$ cat src/rtl/dspwm_pkg.sv
package dspwm_pkg;
   localparam int ADDR_W    = 3;
   localparam int N_CMP     = 3;
   localparam int IDX_PEAK  = 0;
   localparam int IDX_ASET  = 1;
   localparam int IDX_BSET  = 2;
   localparam logic [ADDR_W-1:0] CTRL_ADDR = 3'd6;
   localparam int BIT_RUN   = 0;
   localparam int BIT_OE_A  = 1;
   localparam int BIT_OE_B  = 2;
   localparam int N_CHAN    = 2;

   typedef struct packed {
      logic run;
      logic oe_a;
      logic oe_b;
   } ctrl_t;
endpackage

$ cat src/rtl/dspwm_regs.sv
module dspwm_regs
   import dspwm_pkg::*;
#(
   parameter int CNT_W     = 12,
   parameter int BUS_W     = 8,
   parameter int READY_LAT = 3
) (
   input  logic                clk,
   input  logic                rst_n,
   input  logic                wr_en,
   input  logic [ADDR_W-1:0]   wr_addr,
   input  logic [BUS_W-1:0]    wr_data,
   input  logic                zero_load,
   output ctrl_t               ctrl,
   output logic                ready,
   output logic [CNT_W-1:0]    peak,
   output logic [CNT_W-1:0]    aset,
   output logic [CNT_W-1:0]    bset
);
   localparam int HI_W = CNT_W - BUS_W;
   localparam int BSY_W = $clog2(READY_LAT + 1);

   logic [BUS_W-1:0] lo_q   [N_CMP];
   logic [CNT_W-1:0] pend_q [N_CMP];
   logic [CNT_W-1:0] act_q  [N_CMP];
   logic [BSY_W-1:0] busy_q;
   ctrl_t            ctrl_q;
   logic             ctrl_acc;
   logic             unused_hi;

   assign unused_hi = ^wr_data[BUS_W-1:HI_W];
   assign ctrl_acc  = wr_en && (wr_addr == CTRL_ADDR) && (busy_q == '0);
   assign ready     = (busy_q == '0);
   assign ctrl      = ctrl_q;

   generate
      for (genvar i = 0; i < N_CMP; i++) begin : g_cmp
         localparam logic [ADDR_W-1:0] A_LO = ADDR_W'(2 * i);
         localparam logic [ADDR_W-1:0] A_HI = ADDR_W'(2 * i + 1);

         always_ff @(posedge clk or negedge rst_n) begin
            if (!rst_n) begin
               lo_q[i]   <= '0;
               pend_q[i] <= '0;
               act_q[i]  <= '0;
            end else begin
               if (wr_en && wr_addr == A_LO)
                  lo_q[i] <= wr_data;
               if (wr_en && wr_addr == A_HI)
                  pend_q[i] <= {wr_data[HI_W-1:0], lo_q[i]};
               if (!ctrl_q.run || zero_load)
                  act_q[i] <= pend_q[i];
            end
         end
      end
   endgenerate

   assign peak = act_q[IDX_PEAK];
   assign aset = act_q[IDX_ASET];
   assign bset = act_q[IDX_BSET];

   always_ff @(posedge clk or negedge rst_n) begin
      if (!rst_n) begin
         busy_q <= '0;
         ctrl_q <= '0;
      end else if (ctrl_acc) begin
         busy_q     <= BSY_W'(READY_LAT);
         ctrl_q.run <= wr_data[BIT_RUN];
         if (!ctrl_q.run) begin
            ctrl_q.oe_a <= wr_data[BIT_OE_A];
            ctrl_q.oe_b <= wr_data[BIT_OE_B];
         end
      end else if (busy_q != '0) begin
         busy_q <= busy_q - 1'b1;
      end
   end

   AST_READY_DROP: assert property (@(posedge clk) disable iff (!rst_n)
      ctrl_acc |=> !ready);
   AST_BUSY_IGNORE: assert property (@(posedge clk) disable iff (!rst_n)
      (wr_en && wr_addr == CTRL_ADDR && !ready) |=> $stable(ctrl_q.run));
   AST_OE_LOCK: assert property (@(posedge clk) disable iff (!rst_n)
      ctrl_q.run |=> ($stable(ctrl_q.oe_a) && $stable(ctrl_q.oe_b)));
endmodule

$ cat src/rtl/dspwm_core.sv
module dspwm_core #(
   parameter int CNT_W = 12
) (
   input  logic             clk,
   input  logic             rst_n,
   input  logic             run,
   input  logic             tick,
   input  logic [CNT_W-1:0] peak,
   output logic [CNT_W-1:0] nxt,
   output logic             step_up,
   output logic             step_mv,
   output logic             zero_load,
   output logic             peak_evt
);
   logic [CNT_W-1:0] cnt_q;
   logic             up_q;
   logic             nxt_up;
   logic             step;
   logic             peak_q;

   assign step = run && tick;

   always_comb begin
      nxt    = cnt_q;
      nxt_up = up_q;
      if (peak == '0) begin
         nxt    = '0;
         nxt_up = 1'b1;
      end else if (up_q) begin
         if (cnt_q >= peak) begin
            nxt    = cnt_q - 1'b1;
            nxt_up = 1'b0;
         end else begin
            nxt = cnt_q + 1'b1;
         end
      end else begin
         if (cnt_q == '0) begin
            nxt    = CNT_W'(1);
            nxt_up = 1'b1;
         end else begin
            nxt = cnt_q - 1'b1;
         end
      end
   end

   assign step_up   = nxt_up;
   assign step_mv   = step && (nxt != cnt_q);
   assign zero_load = step && (nxt == '0);
   assign peak_evt  = peak_q;

   always_ff @(posedge clk or negedge rst_n) begin
      if (!rst_n) begin
         cnt_q  <= '0;
         up_q   <= 1'b1;
         peak_q <= 1'b0;
      end else if (!run) begin
         cnt_q  <= '0;
         up_q   <= 1'b1;
         peak_q <= 1'b0;
      end else begin
         peak_q <= step_mv && nxt_up && (nxt == peak);
         if (step) begin
            cnt_q <= nxt;
            up_q  <= nxt_up;
         end
      end
   end

   AST_CNT_BOUND: assert property (@(posedge clk) disable iff (!rst_n)
      cnt_q <= peak);
   AST_PEAK_SINGLE: assert property (@(posedge clk) disable iff (!rst_n)
      peak_q |=> !peak_q);
   AST_HOLD_NO_TICK: assert property (@(posedge clk) disable iff (!rst_n)
      (run && !tick) |=> $stable(cnt_q));
   AST_STOP_CLEAR: assert property (@(posedge clk) disable iff (!rst_n)
      !run |=> (cnt_q == '0 && up_q && !peak_q));
endmodule

$ cat src/rtl/dspwm_chan.sv
module dspwm_chan #(
   parameter int CNT_W      = 12,
   parameter bit RISE_ON_UP = 1'b0
) (
   input  logic             clk,
   input  logic             rst_n,
   input  logic             run,
   input  logic             step_mv,
   input  logic             step_up,
   input  logic [CNT_W-1:0] nxt,
   input  logic [CNT_W-1:0] cmp,
   input  logic             oe,
   output logic             wave
);
   logic state_q;

   always_ff @(posedge clk or negedge rst_n) begin
      if (!rst_n)
         state_q <= 1'b0;
      else if (!run)
         state_q <= 1'b0;
      else if (step_mv && nxt == cmp)
         state_q <= (step_up == RISE_ON_UP);
   end

   assign wave = state_q && oe;

   AST_CHAN_STOPPED: assert property (@(posedge clk) disable iff (!rst_n)
      !run |=> !wave);
   AST_CHAN_HOLD: assert property (@(posedge clk) disable iff (!rst_n)
      !step_mv |=> $stable(state_q) || !$past(run));
endmodule

$ cat src/rtl/dspwm_timer.sv
module dspwm_timer
   import dspwm_pkg::*;
#(
   parameter int CNT_W     = 12,
   parameter int BUS_W     = 8,
   parameter int READY_LAT = 3
) (
   input  logic             clk,
   input  logic             rst_n,
   input  logic             wr_en,
   input  logic [2:0]       wr_addr,
   input  logic [7:0]       wr_data,
   input  logic             tick,
   output logic             wave_a,
   output logic             wave_b,
   output logic             ready,
   output logic             peak_evt
);
   generate
      if (CNT_W <= BUS_W || CNT_W >= 2 * BUS_W) begin : g_bad_width
         $error("dspwm_timer: CNT_W must lie strictly between BUS_W and 2*BUS_W");
      end
      if (BUS_W != 8) begin : g_bad_bus
         $error("dspwm_timer: port width fixed at 8 bits");
      end
      if (READY_LAT < 1) begin : g_bad_lat
         $error("dspwm_timer: READY_LAT must be at least 1");
      end
   endgenerate

   ctrl_t            ctrl;
   logic [CNT_W-1:0] peak, aset, bset, nxt;
   logic             step_up, step_mv, zero_load;
   logic [CNT_W-1:0] cmp_v  [N_CHAN];
   logic             oe_v   [N_CHAN];
   logic             wave_v [N_CHAN];

   dspwm_regs #(.CNT_W(CNT_W), .BUS_W(BUS_W), .READY_LAT(READY_LAT)) u_regs (
      .clk(clk), .rst_n(rst_n), .wr_en(wr_en), .wr_addr(wr_addr),
      .wr_data(wr_data), .zero_load(zero_load), .ctrl(ctrl), .ready(ready),
      .peak(peak), .aset(aset), .bset(bset)
   );

   dspwm_core #(.CNT_W(CNT_W)) u_core (
      .clk(clk), .rst_n(rst_n), .run(ctrl.run), .tick(tick), .peak(peak),
      .nxt(nxt), .step_up(step_up), .step_mv(step_mv),
      .zero_load(zero_load), .peak_evt(peak_evt)
   );

   assign cmp_v[0] = aset;
   assign cmp_v[1] = bset;
   assign oe_v[0]  = ctrl.oe_a;
   assign oe_v[1]  = ctrl.oe_b;

   generate
      for (genvar c = 0; c < N_CHAN; c++) begin : g_chan
         dspwm_chan #(.CNT_W(CNT_W), .RISE_ON_UP(c == 1)) u_chan (
            .clk(clk), .rst_n(rst_n), .run(ctrl.run), .step_mv(step_mv),
            .step_up(step_up), .nxt(nxt), .cmp(cmp_v[c]), .oe(oe_v[c]),
            .wave(wave_v[c])
         );
      end
   endgenerate

   assign wave_a = wave_v[0];
   assign wave_b = wave_v[1];

   AST_GATE_A: assert property (@(posedge clk) disable iff (!rst_n)
      !ctrl.oe_a |-> !wave_a);
endmodule

$ cat config.mk
export PLATFORM = sky130hd
export DESIGN_NAME = dspwm_timer
export DESIGN_NICKNAME = d
export VERILOG_FILES = /design/src/rtl/dspwm_pkg.sv /design/src/rtl/dspwm_regs.sv /design/src/rtl/dspwm_core.sv /design/src/rtl/dspwm_chan.sv /design/src/rtl/dspwm_timer.sv
export SDC_FILE = /design/constraint.sdc
export NUM_CORES = 1
export LEC_CHECK = 0
export BUFFER_PORTS_ARGS = -buffer_cell sky130_fd_sc_hd__buf_4
export CAP_MARGIN = 20
export CORE_MARGIN = 2
export CORE_UTILIZATION = 56
export CTS_CLUSTER_DIAMETER = 40
export CTS_CLUSTER_SIZE = 12
export DETAILED_ROUTE_END_ITERATION = 6
export PLACE_DENSITY = 0.76
export SYNTH_ARGS = -nofsm -noshare
export SYNTH_HDL_FRONTEND = slang
export SYNTH_SLANG_ARGS = --single-unit
$ cat constraint.sdc
create_clock -name clk -period 4.05 [get_ports clk]
set_input_delay 0.2025 -clock clk [delete_from_list [all_inputs] [get_ports clk]]
set_output_delay 0.2025 -clock clk [all_outputs]
set_load 0.05 [all_outputs]
# Word level (Yosys, flattened, before mapping)
# Cells that the tools add are included.
# word_totals
ff_bits	117
latchBits	0
mem_bits_rw	0
rom_bits	0
input_bits	15
output_inout_bits	4
n_memories	0
# classes
addsub	3
n_mul	0
div	0
magnitude_cmp	1
n_eq_ne	13
shift	0
muxes	19
n_bitwise	2
reduce_logical	27
# ops
operator	n
12-bit two-way mux	6
12-bit == test	3
12-bit zero test	3
1-bit logical AND	17
12-bit by 1-bit adder with 12-bit output (second input constant)	1
12-bit >= comparator	1
12-bit inequality test	1
12-bit by 1-bit subtractor with 12-bit output (second input constant)	1
1-bit two-way mux	11
3-bit == test (second input constant)	3
3-bit by 2-bit == test with 1-bit output (second input constant)	2
2-bit by 1-bit inequality test with 1-bit output (second input constant)	3
2-bit two-way mux	2
2-bit nonzero test	2
3-bit by 1-bit == test with 1-bit output (second input constant)	1
3-bit zero test	1
2-bit zero test	1
1-bit inverter	2
2-bit AND reduction	1
2-bit by 1-bit subtractor with 2-bit output (second input constant)	1
1-bit zero test	1
1-bit logical OR	1

# Logic depth before layout (Yosys ltp)
# logic_depth
ltp_word	9
mapped_depth	15
ltp_nobuf	12

# By module
# Synthesis repeated with hierarchy kept, for this count alone.
# unflattened
cells_unflattened	515
area_unflattened_um2	6134.6
# by_module_without_submodules
module	instances	cells_each	area_each_um2	seq_area_each_um2
dspwm_regs	1	228	3847.4	2527.4
dspwm_core	1	243	1909.3	351.6
dspwm_chan at g_chan[0].u_chan	1	22	190.2	25.0
dspwm_chan at g_chan[1].u_chan	1	22	187.7	25.0

# Worst setup path after synthesis
# OpenSTA, ideal clock, no wires.
# synth_path
path_kind	flip-flop to flip-flop
start	reg u_core.cnt_q[0]
end	reg u_regs.act_q, in the netlist u_regs.aset[0]
setup_time_ns	0.127
arrival_time_ns	3.667
required_time_ns	3.923
path_slack_ns	0.256
stages_incl_launch_ff	14
n_path_buf	2
synth_period_minus_slack_ns	3.794
path_cell_list	dfrtp_1 inv_1 ha_1 nand2b_1 a2111oi_4 o21ba_2 o21ai_1 buf_4 a31oi_1 mux2i_1 nand2_1 o41ai_4 buf_6 mux2_1
# synth_via
elab_chain_len	7
word_cells_on_any_way	11
classes_between	add/sub (2); order compare (1); mux (4); reduce/logical (4)
# synth_lines
item	line	source
from (decl)	dspwm_core.sv:15	logic [CNT_W-1:0] cnt_q;
from (signal assigned)	dspwm_core.sv:63	cnt_q <= nxt;
12-bit by 1-bit subtractor with 12-bit output, or another cell as far along	dspwm_core.sv:31, dspwm_core.sv:41	
12-bit two-way mux (on tied branches)	dspwm_core.sv:37, dspwm_core.sv:30	
12-bit two-way mux *	dspwm_core.sv:29	end else if (up_q) begin
12-bit two-way mux *	dspwm_core.sv:26	if (peak == '0) begin
12-bit zero test *	dspwm_core.sv:48	assign zero_load = step && (nxt == '0);
1-bit logical AND *	dspwm_core.sv:48	
1-bit logical OR *	dspwm_regs.sv:51	if (!ctrl_q.run || zero_load)
to (signal, indexed assignment)	dspwm_regs.sv:52	act_q[i] <= pend_q[i];
to (decl)	dspwm_regs.sv:25	logic [CNT_W-1:0] act_q [N_CMP];
# Mark *: on every way between the ends. The rest lies on a longest branch, timed or not.
# A chain may end at the register's enable or synchronous reset.

# Worst setup path in the final report
# layout_path
start	reg u_core.cnt_q[2]
end	reg u_regs.act_q, in the netlist u_regs.bset[4]
# Same word-level chain as after synthesis.

==> summary.txt <==
Timing
  – Setup TNS Final: 0 ns
  – Worst rel slew slack: 28.4%
  – Period utilisation layout: 96.9%
  – Final Max Slew Viols: 0
  – Worst setup margin: 0.126 ns
  – Hold Fails Final Rpt: 0
  – Final min period: 3.92 ns
  – Fmax achieved: 255 MHz
  – Clock skew: 0.0115 ns
  – Worst-Margin Slew: 1.07 ns
  – Unrepaired setup endpoints after global routing: false
  – Setup violations, final: 0

Worst setup path
  – R2r worst-path depth: 10
  – Levels on crit path: 10
  – Crit path buf inv count: 1
  – Crit. Startpoint: u_core.cnt_q[2]
  – Reg2Reg Setup Slack: 0.13 ns
  – Worst flop-to-flop path endpoint: u_regs.bset[4]
  – Worst-path maximum fanout: 36
  – R2R Path Start: u_core.cnt_q[2]
  – Worst EP arrival: 4.31 ns
  – Worst path slowest cell: nor4_4
  – CP required: 4.44 ns
  – CP peak stage delay: 0.51 ns
  – WS Path Type: flop to flop
  – Critical Path End: u_regs.bset[4]
  – Delay-heaviest family, CP: simple AND/OR/NAND/NOR gates
  – CP startpoint kind: flop
  – CP Cell Sequence: nor4_4 -> nand4_1 -> and2_4 -> and3_1 -> o21ai_0 -> nand2_1 -> or4_4 -> o41ai_4 -> buf_12 -> mux2_1
  – Crit. End Element: flop

Pwr
  – NetSw: 1850 µW
  – P_int: 3390 µW
  – Power per cell area: 738 nW/µm²
  – P_leak: 0.00316 µW
  – Clock power share: 27.7%
  – Combinational share of power: 36.2%
  – Peak supply drop: 381 µV
  – Switching Share: 35.3%
  – Register share of total power: 36.1%

Drt
  – Detailed Routing Iterations Pass 1: 5
  – Post-Route WL: 14.5 mm
  – DRT iter0 DRCs: 308
  – DR vias: 4396
  – DRC viols: 0
  – Via density: 6.11
  – Drt wl/cell: 20.1 µm
  – Antenna viol nets, final: 0

Clock network
  – Total CTS buffers: 17
  – CTS H-tree lvls: 4
  – Clock latency at the later pin of the worst-skew pair: 0.52 ns
  – Root Driver: clkbuf_8
  – Clock Tree Buf Depth: 2
  – Clock tree from TritonCTS: done
  – Reg clk slew, reported paths: 0.06 ns
  – Sink Count: 117

Die
  – Die footprint: 11600 µm²
  – Area of the core: 10400 µm²
  – Die height: 108 µm
  – I/O pins: 19
  – Width of the die: 108 µm
  – Rows: 37
  – Starting Density: 58.0%

Global routing
  – Largest net degree at the start of global routing: 49
  – Overflow left after global routing: 0
  – Overall global routing resource usage: 27.6%
  – Number of global-route vias before repair: 4524
  – First-pass GRT wire length: 24.1 mm
  – Initial antenna violation count: 0

Synth
  – Synth async-reset ratio: 100%
  – Yosys cell types: 53
  – Synth cell count leaders: dfrtp_1, mux2_2, nor2_1
  – Yosys warns: 0
  – Syn nets: 550
  – Area share of the largest cell type after synthesis: 48.3%
  – Area leader, netlist: dfrtp_1
  – Cell Area, Synth: 6010 µm²
  – Number of synthesized flops with an enable pin: 0
  – Syn Area/Cell: 11.6 µm²
  – Sequential fraction of the synthesis area: 48.7%
  – Post-synth top flop: dfrtp_1
  – Cells after Synth: 519
  – Cell with the most instances after synthesis: dfrtp_1
  – Largest cells by area after synthesis: dfrtp_1, mux2_2, mux2_1
  – FF+latch count, synth: 117

Min path
  – Hold Crit Depth: 2
  – HP Class: primary input to flop

Cells and area
  – Finished Layout Cells: 719
  – Antenna Cells: 0
  – Final core utilization: 68.4%
  – Layout overhead on the synthesized area: 18.0%
  – Nets: 601
  – Layout cell share with drive strength beyond 1: 27.1%

Placement
  – GP Congestion: 1.01
  – Placement Setup Slack: 0.128 ns
  – Placed Instances: 679
  – HPWL Detailed: 10.2 mm
  – IO Port Bufs: 18

Status
  – Status: completed

Flow run
  – Max-cap violations: 0
[kinds of logic after synthesis]
group,count (synthesis),synth area share [%]
buffers and inverters,38,2.85
adders and majority gates,16,3.33
xor gates and xnor gates,38,5.54
DFF,117,48.7
muxes,111,20.6
AOI/OAI and AO/OA,61,7.08
and+or+nand+nor,138,11.9
[per-stage QoR]
step / hold WS, ns / cell area, µm² / power (µW)
after detailed placement: 0.173 / 6410 / 3730
final: 0.0284 / 7090 / 5240
after CTS: 0.0147 / 7080 / 5230
after floorplan: -0.0931 / 6010 / 3180
after global placement: 0.168 / 6400 / 3640
after global routing: 0.0134 / 7090 / 5540
[state kept, by name, summed over array words and instances, names as in the netlist]
register	count
g_chan.u_chan.state_q	2
u_core.cnt_q	12
u_core.peak_evt	1
u_core.up_q	1
u_regs.aset	12
u_regs.bset	12
u_regs.busy_q	2
u_regs.ctrl	3
u_regs.lo_q	24
u_regs.peak	12
u_regs.pend_q	36
[worst min path at each step]
stage | startpoint | to | slack [ns]
finish | wr_data[2] | u_regs.lo_q[2] | 0.03
global route | wr_data[2] | u_regs.lo_q[18] | 0.01
CTS | wr_data[2] | u_regs.lo_q[18] | 0.01
detailed placement | rst_n | u_regs.busy_q[0] | 0.17
global placement | rst_n | u_regs.busy_q[0] | 0.17
floorplan | rst_n | g_chan[0].u_chan.state_q | -0.09
[area by class of cell]
cell class	count	area (µm²)
Fill cell	747	3280
Sequential cell	117	2930
Multi-Input combinational cell	364	2930
Clock buffer	19	442
Timing Repair Buffer	49	398
Tap cell	136	170
Clock inverter	13	149
Inverter	21	78.8
[layout by cell type (no fill, tap or decap), drive strengths merged, types with 3 or more instances in the layout]
| cell type | instances |
|---|---|
| dfrtp | 116 |
| mux2 | 100 |
| buf | 41 |
| nor2 | 33 |
| nand2 | 30 |
| xnor2 | 29 |
| a21oi | 23 |
| inv | 23 |
| clkbuf | 19 |
| ha | 16 |
| o21ai | 13 |
| nor3 | 12 |
| nand4 | 11 |
| mux2i | 11 |
| nand3 | 10 |
| xor2 | 9 |
| dlygate4sd3 | 8 |
| o211ai | 8 |
| and2 | 7 |
| and3 | 6 |
| nor4 | 6 |
| nand2b | 5 |
| clkinvlp | 5 |
| or4 | 4 |
| clkinv | 4 |
| or2 | 3 |
| a211oi | 3 |
| or3 | 3 |
| nand4b | 3 |
[per-layer routing]
layer / global-route usage (%) / vias to the layer above / wire length [µm]
met2: 44.8 / 159 / 7210
li1: - / 1970 / -
met1: 36.3 / 2220 / 6070
met5: 0 / - / 0
met3: 5.33 / 47 / 686
met4: 11.6 / 0 / 483
[repair_timing]
action / CTS / global route
hold buffers: 8 / 0
buffers inserted: 0 / 0
endpoints found under the setup margin: 0 / 36
endpoints found under the hold margin: 53 / 0
resized for setup: 0 / 2
[power groups by stage]
| stage | Combinational [µW] | Sequential, µW | Clock, µW |
|---|---|---|---|
| detailed placement | 1830 | 1890 | 0 |
| finish | 1900 | 1890 | 1450 |
| CTS | 1870 | 1880 | 1470 |
| global route | 2070 | 1940 | 1530 |
| global placement | 1770 | 1870 | 0 |
| floorplan | 1420 | 1760 | 0 |
Note: power is estimated with default switching activity, not from simulation.
